File: src/rtl/i2c_ack_pkg.sv
package i2c_ack_pkg;

  // Bus events seen on the synchronized lines, one cycle each.
  typedef struct packed {
    logic rise;
    logic fall;
    logic start;
    logic stop;
  } bus_evt_t;

  // Top nibble of an extension-code address.
  localparam logic [3:0] EXT_MARK = 4'hF;

endpackage

File: src/rtl/i2c_line_sync.sv
module i2c_line_sync #(
  parameter int STAGES = 2
) (
  input  logic clk,
  input  logic rst_n,
  input  logic d,
  output logic q
);
  logic [STAGES-1:0] pipe_q;
  logic [STAGES-1:0] pipe_d;

  always_comb pipe_d = {pipe_q[STAGES-2:0], d};

  // Idle bus level is high.
  always_ff @(posedge clk or negedge rst_n) begin
    if (!rst_n) pipe_q <= '1;
    else        pipe_q <= pipe_d;
  end

  assign q = pipe_q[STAGES-1];
endmodule

File: src/rtl/i2c_bus_events.sv
module i2c_bus_events
  import i2c_ack_pkg::*;
(
  input  logic     clk,
  input  logic     rst_n,
  input  logic     scl_s,
  input  logic     sda_s,
  output bus_evt_t evt
);
  logic scl_q, sda_q;

  always_ff @(posedge clk or negedge rst_n) begin
    if (!rst_n) begin
      scl_q <= 1'b1;
      sda_q <= 1'b1;
    end else begin
      scl_q <= scl_s;
      sda_q <= sda_s;
    end
  end

  always_comb begin
    evt.rise  = scl_s & ~scl_q;
    evt.fall  = ~scl_s & scl_q;
    evt.start = scl_s & scl_q & sda_q & ~sda_s;
    evt.stop  = scl_s & scl_q & ~sda_q & sda_s;
  end
endmodule

File: src/rtl/i2c_byte_track.sv
module i2c_byte_track
  import i2c_ack_pkg::*;
#(
  parameter int AW = 7
) (
  input  logic          clk,
  input  logic          rst_n,
  input  bus_evt_t      evt,
  input  logic          sda_s,
  input  logic [AW-1:0] own_addr,
  output logic [AW:0]   rx_byte,
  output logic          end8,
  output logic          end9,
  output logic          is_addr,
  output logic          addr_hit,
  output logic          addr_ext,
  output logic          engaged,
  output logic          sel,
  output logic          dir,
  output logic          peer_ack,
  output logic          ack_window
);
  localparam int LAST = AW + 1;              // data bits per byte
  localparam int CW   = $clog2(LAST + 2);

  logic [CW-1:0] cnt_q, cnt_d;
  logic [AW:0]   sh_q, sh_d;
  logic          addr_q, addr_d, sel_q, sel_d, dir_q, dir_d, seen_q, seen_d;

  assign addr_hit = addr_q && (sh_q[AW:1] == own_addr);
  assign addr_ext = addr_q && (sh_q[AW:AW-3] == EXT_MARK);
  assign engaged  = addr_q ? (addr_hit | addr_ext) : sel_q;
  assign end8     = evt.fall && (cnt_q == CW'(LAST));
  assign end9     = evt.fall && (cnt_q == CW'(LAST + 1));

  always_comb begin
    cnt_d  = cnt_q;
    sh_d   = sh_q;
    addr_d = addr_q;
    sel_d  = sel_q;
    dir_d  = dir_q;
    seen_d = seen_q;
    if (evt.stop) begin
      cnt_d  = '0;
      addr_d = 1'b0;
      sel_d  = 1'b0;
    end else if (evt.start) begin
      cnt_d  = '0;
      addr_d = 1'b1;
      sel_d  = 1'b0;
      seen_d = 1'b0;
    end else if (evt.rise) begin
      if (cnt_q < CW'(LAST)) begin
        sh_d  = {sh_q[AW-1:0], sda_s};
        cnt_d = cnt_q + 1'b1;
      end else if (cnt_q == CW'(LAST)) begin
        cnt_d = CW'(LAST + 1);
        if (sel_q && dir_q && !addr_q) seen_d = ~sda_s;
      end
    end else if (end8 && addr_q) begin
      sel_d = addr_hit | addr_ext;
      dir_d = sh_q[0];
    end else if (end9) begin
      cnt_d  = '0;
      addr_d = 1'b0;
    end
  end

  always_ff @(posedge clk or negedge rst_n) begin
    if (!rst_n) begin
      cnt_q  <= '0;
      sh_q   <= '0;
      addr_q <= 1'b0;
      sel_q  <= 1'b0;
      dir_q  <= 1'b0;
      seen_q <= 1'b0;
    end else begin
      cnt_q  <= cnt_d;
      sh_q   <= sh_d;
      addr_q <= addr_d;
      sel_q  <= sel_d;
      dir_q  <= dir_d;
      seen_q <= seen_d;
    end
  end

  assign rx_byte    = sh_q;
  assign is_addr    = addr_q;
  assign sel        = sel_q;
  assign dir        = dir_q;
  assign peer_ack   = seen_q;
  assign ack_window = (cnt_q >= CW'(LAST));

  AST_CNT_RANGE: assert property (@(posedge clk) disable iff (!rst_n)
    cnt_q <= CW'(LAST + 1));
  AST_SEL_FROM_ADDR: assert property (@(posedge clk) disable iff (!rst_n)
    $rose(sel_q) |-> $past(addr_q));
endmodule

File: src/rtl/i2c_ack_wait.sv
module i2c_ack_wait (
  input  logic clk,
  input  logic rst_n,
  input  logic bus_start,
  input  logic bus_stop,
  input  logic end8,
  input  logic end9,
  input  logic is_addr,
  input  logic addr_hit,
  input  logic addr_ext,
  input  logic engaged,
  input  logic sel,
  input  logic dir,
  input  logic ack_window,
  input  logic ack_en,
  input  logic wait9,
  input  logic release_i,
  output logic sda_pull,
  output logic scl_hold,
  output logic irq
);
  logic hold_q, hold_d, h8_q, h8_d, pull_q, pull_d, irq_q, irq_d;
  logic need_ack;

  // Local address is forced; extension codes and data follow ack_en.
  assign need_ack = is_addr ? (addr_hit | (addr_ext & ack_en))
                            : (sel & ~dir & ack_en);

  always_comb begin
    hold_d = hold_q;
    h8_d   = h8_q;
    pull_d = pull_q;
    irq_d  = 1'b0;
    if (bus_stop) begin
      hold_d = 1'b0;
      pull_d = 1'b0;
    end else begin
      if (bus_start) pull_d = 1'b0;
      if (end8) begin
        pull_d = need_ack;
        if (!wait9 && engaged) begin
          hold_d = 1'b1;
          h8_d   = 1'b1;
          irq_d  = 1'b1;
        end
      end else if (end9) begin
        pull_d = 1'b0;
        if (wait9 && engaged) begin
          hold_d = 1'b1;
          h8_d   = 1'b0;
          irq_d  = 1'b1;
        end
      end else if (hold_q && release_i) begin
        hold_d = 1'b0;
        if (h8_q) pull_d = need_ack;
      end
    end
  end

  always_ff @(posedge clk or negedge rst_n) begin
    if (!rst_n) begin
      hold_q <= 1'b0;
      h8_q   <= 1'b0;
      pull_q <= 1'b0;
      irq_q  <= 1'b0;
    end else begin
      hold_q <= hold_d;
      h8_q   <= h8_d;
      pull_q <= pull_d;
      irq_q  <= irq_d;
    end
  end

  assign sda_pull = pull_q;
  assign scl_hold = hold_q;
  assign irq      = irq_q;

  AST_PULL_IN_SLOT: assert property (@(posedge clk) disable iff (!rst_n)
    pull_q |-> ack_window);
  AST_HOLD_ENGAGED: assert property (@(posedge clk) disable iff (!rst_n)
    hold_q |-> engaged);
  AST_IRQ_PULSE: assert property (@(posedge clk) disable iff (!rst_n)
    irq_q |=> !irq_q);
  AST_STOP_FREES: assert property (@(posedge clk) disable iff (!rst_n)
    bus_stop |=> (!hold_q && !pull_q));
  AST_HIT_FORCES_ACK: assert property (@(posedge clk) disable iff (!rst_n)
    (end8 && addr_hit) |=> pull_q);
  AST_MISS_SILENT: assert property (@(posedge clk) disable iff (!rst_n)
    (end8 && is_addr && !addr_hit && !addr_ext) |=> (!pull_q && !hold_q));
endmodule

File: src/rtl/i2c_ack_ctrl.sv
module i2c_ack_ctrl
  import i2c_ack_pkg::*;
#(
  parameter int ADDR_W      = 7,
  parameter int SYNC_STAGES = 2
) (
  input  logic              clk,
  input  logic              rst_n,
  input  logic              scl_in,
  input  logic              sda_in,
  output logic              scl_pull,
  output logic              sda_pull,
  input  logic              ack_en,
  input  logic              wait_after9,
  input  logic [ADDR_W-1:0] own_addr,
  input  logic              wait_release,
  output logic              wait_irq,
  output logic              xmit_mode,
  output logic              addr_selected,
  output logic              peer_acked,
  output logic [ADDR_W:0]   rx_byte
);
  // Reset asserted asynchronously, released on the clock.
  logic [1:0] rst_pipe_q;
  logic       rst_core_n;

  always_ff @(posedge clk or negedge rst_n) begin
    if (!rst_n) rst_pipe_q <= 2'b00;
    else        rst_pipe_q <= {rst_pipe_q[0], 1'b1};
  end
  assign rst_core_n = rst_pipe_q[1];

  logic     scl_s, sda_s;
  bus_evt_t evt;
  logic     end8, end9, is_addr, addr_hit, addr_ext, engaged, sel, dir, ack_window;

  i2c_line_sync #(.STAGES(SYNC_STAGES)) u_scl_sync (
    .clk(clk), .rst_n(rst_core_n), .d(scl_in), .q(scl_s));
  i2c_line_sync #(.STAGES(SYNC_STAGES)) u_sda_sync (
    .clk(clk), .rst_n(rst_core_n), .d(sda_in), .q(sda_s));

  i2c_bus_events u_evt (
    .clk(clk), .rst_n(rst_core_n), .scl_s(scl_s), .sda_s(sda_s), .evt(evt));

  i2c_byte_track #(.AW(ADDR_W)) u_track (
    .clk(clk), .rst_n(rst_core_n), .evt(evt), .sda_s(sda_s), .own_addr(own_addr),
    .rx_byte(rx_byte), .end8(end8), .end9(end9), .is_addr(is_addr),
    .addr_hit(addr_hit), .addr_ext(addr_ext), .engaged(engaged), .sel(sel),
    .dir(dir), .peer_ack(peer_acked), .ack_window(ack_window));

  i2c_ack_wait u_ackw (
    .clk(clk), .rst_n(rst_core_n), .bus_start(evt.start), .bus_stop(evt.stop),
    .end8(end8), .end9(end9), .is_addr(is_addr), .addr_hit(addr_hit),
    .addr_ext(addr_ext), .engaged(engaged), .sel(sel), .dir(dir),
    .ack_window(ack_window), .ack_en(ack_en), .wait9(wait_after9),
    .release_i(wait_release), .sda_pull(sda_pull), .scl_hold(scl_pull),
    .irq(wait_irq));

  assign xmit_mode     = dir;
  assign addr_selected = sel;
endmodule

File: config.mk
export PLATFORM = sky130hd
export DESIGN_NAME = i2c_ack_ctrl
export DESIGN_NICKNAME = d
export VERILOG_FILES = /design/src/rtl/i2c_ack_pkg.sv /design/src/rtl/i2c_line_sync.sv /design/src/rtl/i2c_bus_events.sv /design/src/rtl/i2c_byte_track.sv /design/src/rtl/i2c_ack_wait.sv /design/src/rtl/i2c_ack_ctrl.sv
export SDC_FILE = /design/constraint.sdc
export NUM_CORES = 1
export LEC_CHECK = 0
export ABC_AREA = 1
export BUFFER_PORTS_ARGS = -buffer_cell sky130_fd_sc_hd__buf_2
export CORE_MARGIN = 1.5
export CORE_UTILIZATION = 59
export CTS_BUF_LIST = sky130_fd_sc_hd__clkbuf_4 sky130_fd_sc_hd__clkbuf_8
export CTS_CLUSTER_SIZE = 40
export DETAILED_ROUTE_END_ITERATION = 8
export GPL_TIMING_DRIVEN = 0
export PLACE_DENSITY_LB_ADDON = 0.12
export SETUP_SLACK_MARGIN = 0.05
export SLEW_MARGIN = 30
export SYNTH_ARGS = -nofsm -noshare
export SYNTH_HDL_FRONTEND = slang
export SYNTH_SLANG_ARGS = --single-unit
File: constraint.sdc
create_clock -name clk -period 2.3 [get_ports clk]
set_input_delay 0.345 -clock clk [delete_from_list [all_inputs] [get_ports clk]]
set_output_delay 0.345 -clock clk [all_outputs]
set_load 0.02 [all_outputs]
**Yosys cells after proc, flatten, opt, wreduce, memory -nomap -nowiden**

Cells that the tools add are included.

- Flip-flop bits (word level): 28
- Input bits: 14
- Output and inout port bits: 14
- Logic and storage cells: 121

- $add $sub $neg: 1
- Order comparisons: 1
- Equal/unequal tests: 12
- Muxes and demuxes: 43
- Bitwise operators: 20
- Reductions and logical operators: 29

Operators by type and width:

| cell | count |
|---|---|
| 2-to-1 mux 1 bit | 36 |
| 2-to-1 mux 4 bit | 7 |
| equality test 4 bit, second input constant | 3 |
| AND reduction 4 bit | 3 |
| AND 1 bit | 10 |
| logical AND 1 bit | 10 |
| nonzero test 2 bit | 5 |
| AND reduction 3 bit | 3 |
| NOT 1 bit | 8 |
| nonzero test 4 bit | 2 |
| equality test 7 bit | 1 |
| != test 3 bit, second input constant | 2 |
| nonzero test 3 bit | 2 |
| != test 5 x 1 -> 1 bit, second input constant | 1 |
| AND reduction 5 bit | 1 |
| adder 4 x 1 -> 4 bit, second input constant | 1 |
| < comparator 4 bit, second input constant | 1 |
| != test 2 bit, second input constant | 2 |
| != test 4 x 1 -> 1 bit, second input constant | 1 |
| != test 4 bit, second input constant | 1 |
| != test 3 x 1 -> 1 bit, second input constant | 1 |
| zero test 1 bit | 2 |
| bitwise OR 1 bit | 2 |
| AND reduction 2 bit | 1 |

**Longest topological paths before layout**

Gate-level depths: netlist (run 1).

- Word-level depth: 10
- Gate-level depth with buffers: 13
- Mapped depth without buffers: 13

**Modules after synthesis**

Synthesis (run 1) repeated with hierarchy kept, for this count alone.

- Cell total of the unflattened synthesis: 215
- Area, all modules: 1589.0 sq um

By module, submodules not included:

| module | instances | cells each | area each (sq um) |
|---|---|---|---|
| i2c_byte_track | 1 | 151 | 1053.5 |
| i2c_ack_wait | 1 | 44 | 282.8 |
| i2c_line_sync | 2 | 2 | 52.6 |
| i2c_bus_events | 1 | 13 | 93.8 |
| i2c_ack_ctrl | 1 | 3 | 53.8 |

**Least setup slack after synthesis (run 1)**

Ideal clock, no wire load.

- Path kind: register to register
- Start point: reg u_track.cnt_q[1]
- End point: reg u_track.cnt_q[3]
- Arrival time: 1.309 ns
- Data required time: 2.179 ns
- Slack: 0.870 ns
- Cell stages (with the launch flop): 10
- Cells stage by stage: dfrtp_1 inv_1 ha_1 nand3_4 nor2_8 nand2_2 nand2_2 nand3_2 a41oi_1 nor2_1

- Word-level cells in the longest chain between the ends: 5

Ends and longest elaborated chain:

| item | RTL line | text |
|---|---|---|
| from (decl) | i2c_byte_track.sv:26 | `logic [CW-1:0] cnt_q, cnt_d;` |
| from (signal assigned) | i2c_byte_track.sv:78 | `cnt_q <= cnt_d;` |
| adder 4 x 1 -> 4 bit (tied with other cells) | i2c_byte_track.sv:55 | `cnt_d = cnt_q + 1'b1;` |
| 2-to-1 mux 4 bit or logical AND 1 bit (tied branches) | i2c_byte_track.sv:53, i2c_byte_track.sv:33 |  |
| 2-to-1 mux 4 bit or logical AND 1 bit (tied branches) | i2c_byte_track.sv:52, i2c_byte_track.sv:60 |  |
| 2-to-1 mux 4 bit or != test 4 bit (tied branches) | - |  |
| 2-to-1 mux 4 bit or AND reduction 3 bit (tied branches) | - |  |

Parallel ways exist; a longest one is shown, timed or not.
A chain may end at the register's enable or synchronous reset.

**Worst setup path in the final report (run 1)**

- Start point: reg u_scl_sync.pipe_q[1]
- End point: reg u_track.sh_q[2], in the netlist u_track.rx_byte[2]

- Word-level cells in the longest chain between the ends: 5

Ends and longest elaborated chain:

| item | RTL line | text |
|---|---|---|
| from (decl) | i2c_line_sync.sv:9 | `logic [STAGES-1:0] pipe_q;` |
| from (signal assigned) | i2c_line_sync.sv:17 | `else pipe_q <= pipe_d;` |
| AND 1 bit | i2c_bus_events.sv:25, i2c_bus_events.sv:26 |  |
| AND 1 bit, on equally long branches (2 in series) | i2c_bus_events.sv:25, i2c_bus_events.sv:26 |  |
| NOT 1 bit (no line) | - |  |
| AND reduction 4 bit (no line) * | - |  |
| to (signal assigned) | i2c_byte_track.sv:72 | `sh_q <= '0;` |
| to (signal assigned) | i2c_byte_track.sv:79 | `sh_q <= sh_d;` |
| to (decl) | i2c_byte_track.sv:27 | `logic [AW:0] sh_q, sh_d;` |

Every way passes the cells marked *; elsewhere a longest branch is shown, timed or not.

==> metrics.txt, run 1 <==
1st-iter DRT viols 26; Reg2Reg Launch Point u_scl_sync.pipe_q[1]; Total Routing Usage GR 0.228; Post-DP HPWL 2150 µm; DIE HEIGHT 52.6 µm; #FFs+latches synth 28; Max transition margin 0.610; post-synthesis area per instance 8.24 µm²; Synth Area in Simple Gates 0.274; IO buf count 27; Synth Area in Adders 0.0259; Hold Path Depth 1; clk sinks 28; WL final 2840 µm; reg-to-reg critical path endpoint u_track.rx_byte[2]; Post-CTS Resized 0; Cell Rows 17; power after layout 1.19 mW; syn_nets 193; yosys warns 0; ratio of cells with drive above 1 in the final layout 0.279; post-CTS setup buffer count 0; initial antenna violation count 0; hold bufs inserted after CTS 1; synth unique cells 29; R2R cell count 7; Seq/Total Area, Yosys 0.488; startpoint types register; Worst Max-Slew Pin Slew ~0.6 ns; leak pwr approximately 0.90 nW; critical path arrival 1.92 ns; first-pass GRT wire length 4620 µm; Finished Cell Area 1690 µm²; core box area 2280 µm²; die area 2760 µm²; drc violations 0; worst setup margin 0.636 ns; Antenna Violating Nets Remaining 0; Mapped Area around 1500 µm²; f_max 0.601 GHz; die width 52.6 µm; Setup-failing EPs final 0; Worst Path Required 2.55 ns; largest net degree at the start of global routing 27; Num CTS Buffers 3; Skew-Pair Late Insertion Delay about 0.33 ns; Final period util 0.723; Synth Area in Compound Gates 0.0932; clock buffer depth 2; total negative slack 0 ns; WS Path Type reg -> reg; synthesized instance count 176; nets@finish 226; unrepaired setup endpoints after global routing false; DRT Pass-1 Iters 4; xor-xnor portion of the synthesized cell area 0.00604; most frequent cells in the layout nand2_1 (47), inv_1 (31), buf_2 (27), dfrtp_1 (21), o21ai_0 (13); Area growth syn-to-layout 16.3%; # H-tree levels 1; Via density 5.05; total number of vias 1,197; CTS tree yes; R2R setup slack 0.64 ns; crit-path max FO 10; most common cell after layout, fill and taps aside nand2_1; # IOs 28; cell area power density between 700 and 800 nW/µm²; Period minus WS final about 1.7 ns; top routing layer in use met4; met1 WL 1230 µm; outcome finished clean; pre-CTS WS about 0.66 ns; Slew Limit Fails 0; Clock Pin Slew Worst Setup and Hold Paths 0.15 ns; effective utilization at floorplan 0.637; endpoint with the worst hold slack u_scl_sync.pipe_q[0]; DR WL met3 77 µm; Hold WS 0.0865 ns; largest family of logic cells by synthesized area simple AND/OR/NAND/NOR gates; vias in the first global route 1,125; wire length on met2 approximately 1500 µm; critical path launch point u_scl_sync.pipe_q[1]; CTS Root Cell clkbuf_4; endpoints failing hold 0; worst hold start scl_in; gpl congestion roughly 0.86; crit end category register; Congestion Overflow GR 0; dpl cell area between 1500 and 2000 µm²; mux cell area share after synthesis 0.00690; clock skew 0.00387 ns; WL/cell 12.0 µm; max cap viols 0; HP Class in -> reg; Max VDD drop 0.745 mV
## where the power goes
group / leakage [nW] / total, mW / internal, mW / switching, mW
Clock: 0.0279 / 0.329 / 0.176 / 0.153
Combinational: 0.524 / 0.254 / 0.0901 / 0.164
Sequential: 0.351 / 0.608 / 0.550 / 0.0580
## worst max-delay path by stage
stage                               to  slack (ns)
finish              u_track.rx_byte[2]        0.64
global route        u_track.rx_byte[2]        0.55
global placement    u_track.rx_byte[6]        0.73
detailed placement  u_track.rx_byte[2]        0.66
floorplan             u_track.cnt_q[3]        0.87
CTS                 u_track.rx_byte[2]        0.63
## kinds of logic after synthesis
group,after synthesis
adders and majority gates,3
and+or+nand+nor,82
xor gates and xnor gates,1
muxes,1
buffers and inverters,37
DFF,28
other,1
AOI/OAI and AO/OA,23
## sequential cells by signal, summed over array words and instances, names as in the netlist, 2 cells and up
name / cells
u_track.rx_byte: 8
u_track.cnt_q: 4
rst_pipe_q: 2
u_scl_sync.pipe_q: 2
u_sda_sync.pipe_q: 2
## area by class of cell
cell class	instances	area [µm²]
Antenna cell	1	2.50
Clock buffer	3	22.5
Inverter	35	131
Buffer	2	18.8
Sequential cell	28	709
Multi-Input combinational cell	111	592
Fill cell	190	589
Tap cell	28	35.0
Timing Repair Buffer	28	145
Clock inverter	1	30.0
## Yosys cell counts
cell        n  area, µm²
nor2_8      1       20.0
nand2_1    47        176
nand3_2     3       30.0
a21oi_1     2       10.0
a21oi_2     2       17.5
nor2_2      2       12.5
dfstp_2     6        158
nand4_1     1       6.26
nand3_1     7       35.0
xnor2_1     1       8.76
a21boi_0    1       7.51
nand2_2     4       25.0
a41oi_1     1       8.76
ha_1        3       37.5
nor2_4      1       11.3
buf_6       1       11.3
o2111ai_1   1       8.76
inv_2       4       15.0
nand3_4     1       17.5
o21ai_0    13       65.1
o31ai_1     1       7.51
buf_4       1       7.51
nor2_1     10       37.5
mux2i_1     1       10.0
dfrtp_1    22        551
inv_1      31        116
conb_1      1       3.75
nor3_1      5       25.0
o21ai_1     2       10.0
## metal layers
layer / vias up / track usage
met5: - / 0
met4: 0 / 0.120
met3: 4 / 0.0286
met2: 30 / 0.388
met1: 555 / 0.282
li1: 608 / -
## critical path: stages (launching register included)
cell     delay, ns
dfstp_2       0.57
inv_1         0.06
nor2_1        0.25
inv_2         0.12
nor2_4        0.21
buf_4         0.21
nand2_1       0.07
o21ai_0       0.09
## per-stage QoR
step	cells	util
6_report	237	0.741
5_1_grt	236	0.740
4_1_cts	236	0.740
3_5_place_dp	231	0.712
3_3_place_gp	231	0.712
2_1_floorplan	176	-
No activity file was read; power rests on OpenSTA's default activity.
==> run 2, diff against run 1 <==
- CORE_UTILIZATION: 59 -> 51
- clock period: 2.3 -> 1.5 ns (I/O delays scaled with it)
==> metrics.txt, run 2 (synthesis results as in run 1) <==
unrepaired setup endpoints after global routing true; Setup-failing EPs final 0; Cell Rows 19; vias in the first global route between 1,000 and 1,500; clock buffer depth 2; die area 3170 µm²; first-pass GRT wire length approximately 5100 µm; max cap viols 0; Via density about 4.8; Worst Max-Slew Pin Slew 0.564 ns; HP Class in -> async; CTS tree yes; f_max 0.673 GHz; CP cell instances nand2_1, nor3_2, nor2_1, nand3_4, nand2_4, a21oi_4, a21oi_2; WS Path Type reg -> reg; # IOs 28; critical path arrival 1.72 ns; WL final around 3000 µm; startpoint types register; Antenna Violating Nets Remaining 0; Max VDD drop 0.811 mV; total number of vias 1,249; power after layout between 1.5 and 2 mW; Worst Path Required between 1.5 and 2 ns; clk sinks 28; most frequent cells in the layout nand2_1 (43), buf_2 (28), inv_1 (24), dfrtp_1 (20), buf_4 (15); die width 56.3 µm; gpl congestion 0.837; Congestion Overflow GR 0; IO buf count 27; Total Routing Usage GR 0.202; Final period util 0.990; CTS Root Cell clkbuf_4; Num CTS Buffers 3; Area growth syn-to-layout 35.5%; crit end category register; outcome finished clean; Top delay family on crit path simple AND/OR/NAND/NOR gates; endpoints failing hold 0; Skew-Pair Late Insertion Delay between 0.3 and 0.4 ns; drc violations 0; Buf+Inv Stages, Crit Path 0; # H-tree levels 1; clock skew 0.00675 ns; core box area 2730 µm²; pre-CTS WS -0.107 ns; max incr delay on CP around 0.60 ns; ratio of cells with drive above 1 in the final layout 0.430; ANT cells 0; DIE HEIGHT 56.3 µm; 1st-iter DRT viols 40; crit-path max FO 5; Max transition margin 0.624; WL/cell 11.7 µm; Slowest cell on crit path dfstp_2; most common cell after layout, fill and taps aside nand2_1; Slew Limit Fails 0; Clock Pin Slew Worst Setup and Hold Paths 0.15 ns; initial antenna violation count 0; max FFs per register 8; nets@finish 246; effective utilization at floorplan 0.530; Post-DP HPWL 2100 µm; cell area power density 990 nW/µm²; leak pwr 1.02 nW; Hold WS 0.196 ns; DRT Pass-1 Iters 4; largest net degree at the start of global routing 27; Period minus WS final 1.49 ns; worst setup margin 0.0144 ns
==> run 2: timing repair <==
item	in CTS	in global routing
cloned	0	1
resized for setup	20	16
setup buffers	12	5
endpoints found under the setup margin	17	18
hold buffers	3	0
pin swaps	7	11
hold endpoints to repair	4	0
==> run 2: final cells by class <==
| type | count | area, µm² |
|---|---|---|
| sequential | 28 | 711 |
| clock inverter | 1 | 30.0 |
| inverter | 35 | 134 |
| tap | 31 | 38.8 |
| buffer | 2 | 22.5 |
| timing repair buffer | 48 | 305 |
| multi-input combinational | 111 | 701 |
| fill | 226 | 769 |
| clock buffer | 3 | 22.5 |
==> run 2: worst reg2reg max path, delay by kind of cell (launching register included) <==
kind,cells,cell delay [ns]
simple gates,5,0.65
flops,1,0.60
compound gates,2,0.16
==> run 2: through the flow <==
stage,instance area (µm²),cells,util,setup TNS [ns]
after floorplan,1450,176,-,0
after global placement,1620,234,0.594,-1.01
after detailed placement,1630,234,0.595,-1.24
after CTS,1870,253,0.686,0
after global routing,1960,259,0.719,-0.428
final,1960,259,0.719,0
==> run 2: where the power goes <==
| group | internal (mW) | switching [mW] |
|---|---|---|
| logic | 0.229 | 0.292 |
| registers | 0.843 | 0.0937 |
| clock network | 0.270 | 0.217 |
| total | 1.34 | 0.603 |
==> run 2: worst paths after layout <==
path / startpoint / to / slack (ns) / cells after the start
worst min-delay path: rst_n / rst_pipe_q[1] / 0.20 / 2
worst max register to register: u_evt.scl_q / u_track.cnt_q[1] / 0.01 / 7
min in group clk: wait_after9 / u_ackw.h8_q / 0.21 / 4
max in group asynchronous: rst_pipe_q[1] / u_track.is_addr / 0.83 / 0
worst min register to register: rst_pipe_q[1] / u_track.sel / 0.27 / 0
worst max-delay path: u_evt.scl_q / u_track.cnt_q[1] / 0.01 / 7
==> run 2: per-layer routing <==
metal	vias up	part of all wire	wire length (µm)	global-route usage
met5	-	0	0	0
met4	0	0.010	31	0.0544
met3	4	0.027	81	0.0230
met2	22	0.50	1530	0.365
li1	649	-	-	-
met1	574	0.46	1390	0.256
==> run 3, diff against run 2 <==
- ABC_AREA: 1 -> 0
- CORE_UTILIZATION: 51 -> 50
==> metrics.txt, run 3 <==
clk sinks 28; ratio of cells with drive above 1 in the final layout 0.479; syn_nets 136; outcome finished with violations; Synth top area share 0.409; reg-to-reg critical path endpoint u_ackw.sda_pull; Antenna Violating Nets Remaining 0; post-synthesis area per instance 11.3 µm²; Slew Limit Fails 0; Total Routing Usage GR 0.208; die area between 3000 and 4000 µm²; nets@finish 185; vias in the first global route 941; WL/cell 14.6 µm; WL final ~2900 µm; crit end category register; crit-path max FO 3; top post-synthesis cells by count dfrtp_1 (22), mux2_2 (9), nand2_1 (9), nand3_1 (9), o21ai_0 (8); clock skew roughly 0.010 ns; core box area 2520 µm²; Layout Cells excl Fill 197; CTS tree yes; fraction of registers with async set/reset 1.00; Post-DP HPWL 1910 µm; top post-synthesis cells by area dfrtp_1 (41%), dfstp_2 (12%), mux2_2 (7.5%), nand3_1 (3.3%), xor2_1 (3.3%); multi-input logic area 699 µm²; synth unique cells 35; failing checks setup timing; WS Path Type reg -> reg; Setup-failing EPs final 8; total number of vias 1,073; #FFs+latches synth 28; Area growth syn-to-layout 33.4%; yosys warns 0; synthesized instance count 119; most frequent cells in the layout buf_2 (27), dfrtp_1 (19), buf_4 (14), nand2_1 (9); # H-tree levels 1; clock buffer depth 2; endpoints failing hold 0; R2R setup slack -0.12 ns; Period minus WS final 1.62 ns; Hold Path Depth 3; Congestion Overflow GR 0; 1st-iter DRT viols 22; dpl cell area 1520 µm²; Post-synth EDFFs 0; pre-CTS WS -0.218 ns; Num CTS Buffers 3; Clock Pin Slew Worst Setup and Hold Paths 0.16 ns; unrepaired setup endpoints after global routing true; max cap viols 0; Worst Path Required 1.73 ns; Via density 5.45; count leader, synth dfrtp_1; Worst Max-Slew Pin Slew 0.539 ns; startpoint types register; Max transition margin 0.641; max FFs per register 8; f_max 0.616 GHz; Seq/Total Area, Yosys 0.527; Max VDD drop 1.47 mV; FF+latch area 712 µm²; first-pass GRT wire length 4270 µm; effective utilization at floorplan 0.533; Reg2Reg Launch Point u_track.cnt_q[1]; most common cell after layout, fill and taps aside buf_2; gpl congestion 0.766; power after layout 2.17 mW; worst hold start wait_after9; Cell Rows 18; DRT Pass-1 Iters 4; area leader, netlist dfrtp_1; initial antenna violation count 0; Mapped Area 1350 µm²; R2R cell count 7; IO buf count 27; largest net degree at the start of global routing 27; ANT cells 0; Final period util 1.08; endpoint with the worst hold slack u_ackw.h8_q; die width 54.9 µm; Finished Cell Area 1790 µm²; leak pwr 0.806 nW; drc violations 0; top_reg_cell synth dfrtp_1; Skew-Pair Late Insertion Delay approximately 0.33 ns; DIE HEIGHT 54.9 µm; # fillers 177; cell area power density roughly 1200 nW/µm²; worst setup margin -0.123 ns; # IOs 28; CTS Root Cell clkbuf_4; dpl cells 176; HP Class in -> reg; critical path arrival 1.85 ns
==> run 3: changes by cell type in the layout (fill, tap and decap cells not counted), sizes merged, moves of 4 or more <==
cell,delta
nand2,-42
inv,-31
mux2,+9
nor2,-7
o21ai,-7
buf,-6
xor2,+5
nand2b,+4
nor3,-4
==> run 3: power breakdown <==
| group | total [mW] | internal [mW] | switching [mW] |
|---|---|---|---|
| logic | 0.642 | 0.303 | 0.339 |
| clock network | 0.494 | 0.270 | 0.224 |
| registers | 1.03 | 0.880 | 0.153 |
==> run 3: how the worst max path moves through the flow <==
stage | from | endpoint | slack (ns) | cells after the start
2_1_floorplan | u_evt.scl_q | u_track.cnt_q[2] | -0.10 | 5
3_3_place_gp | u_scl_sync.pipe_q[1] | u_track.rx_byte[3] | -0.19 | 3
3_5_place_dp | u_evt.scl_q | u_track.cnt_q[2] | -0.22 | 5
4_1_cts | u_evt.scl_q | u_track.cnt_q[2] | -0.19 | 5
5_1_grt | u_track.cnt_q[1] | u_track.cnt_q[2] | -0.19 | 6
6_report | u_track.cnt_q[1] | u_ackw.sda_pull | -0.12 | 7
==> run 3: critical path, stage by stage, from the launching register on <==
cell,delay [ns]
dfrtp_1,0.43
inv_2,0.08
ha_1,0.15
or3b_4,0.41
buf_4,0.16
nand3_1,0.08
nor3_1,0.05
o22a_1,0.17
==> run 3: metal layers <==
layer,routed length [µm],track usage
met5,0,0
met1,1260,0.261
met4,16,0.0750
met2,1520,0.359
met3,77,0.0328
==> run 3: what timing repair did <==
| item | CTS | global route |
|---|---|---|
| hold buffers | 3 | 0 |
| pin swaps | 5 | 5 |
| buffers inserted | 10 | 4 |
| hold endpoints to repair | 4 | 0 |
| setup endpoints to repair | 20 | 19 |
| gates resized for setup | 10 | 11 |
==> run 3: logic make-up after synthesis <==
logic type | Yosys count | share of synthesized area
simple gates | 38 | 0.158
flops | 28 | 0.527
compound gates | 26 | 0.135
mux | 10 | 0.0828
xor+xnor | 8 | 0.0521
buf+inv | 5 | 0.0149
fa+ha+maj | 3 | 0.0279
other cells | 1 | 0.00279
==> run 3: area by class of cell <==
type / instances / area share
buffer: 1 / 0.00418
sequential: 28 / 0.397
multi-input combinational: 86 / 0.390
tap: 30 / 0.0209
clock inverter: 1 / 0.0167
inverter: 4 / 0.00837
timing repair buffer: 44 / 0.151
clock buffer: 3 / 0.0126
==> run 3: stage by stage <==
stage | util | hold slack (ns) | setup TNS (ns)
2_1_floorplan | - | -0.0706 | -0.197
3_3_place_gp | 0.603 | 0.00962 | -2.32
3_5_place_dp | 0.603 | 0.0139 | -2.64
4_1_cts | 0.684 | 0.158 | -1.06
5_1_grt | 0.711 | 0.166 | -1.63
6_report | 0.711 | 0.181 | -0.751
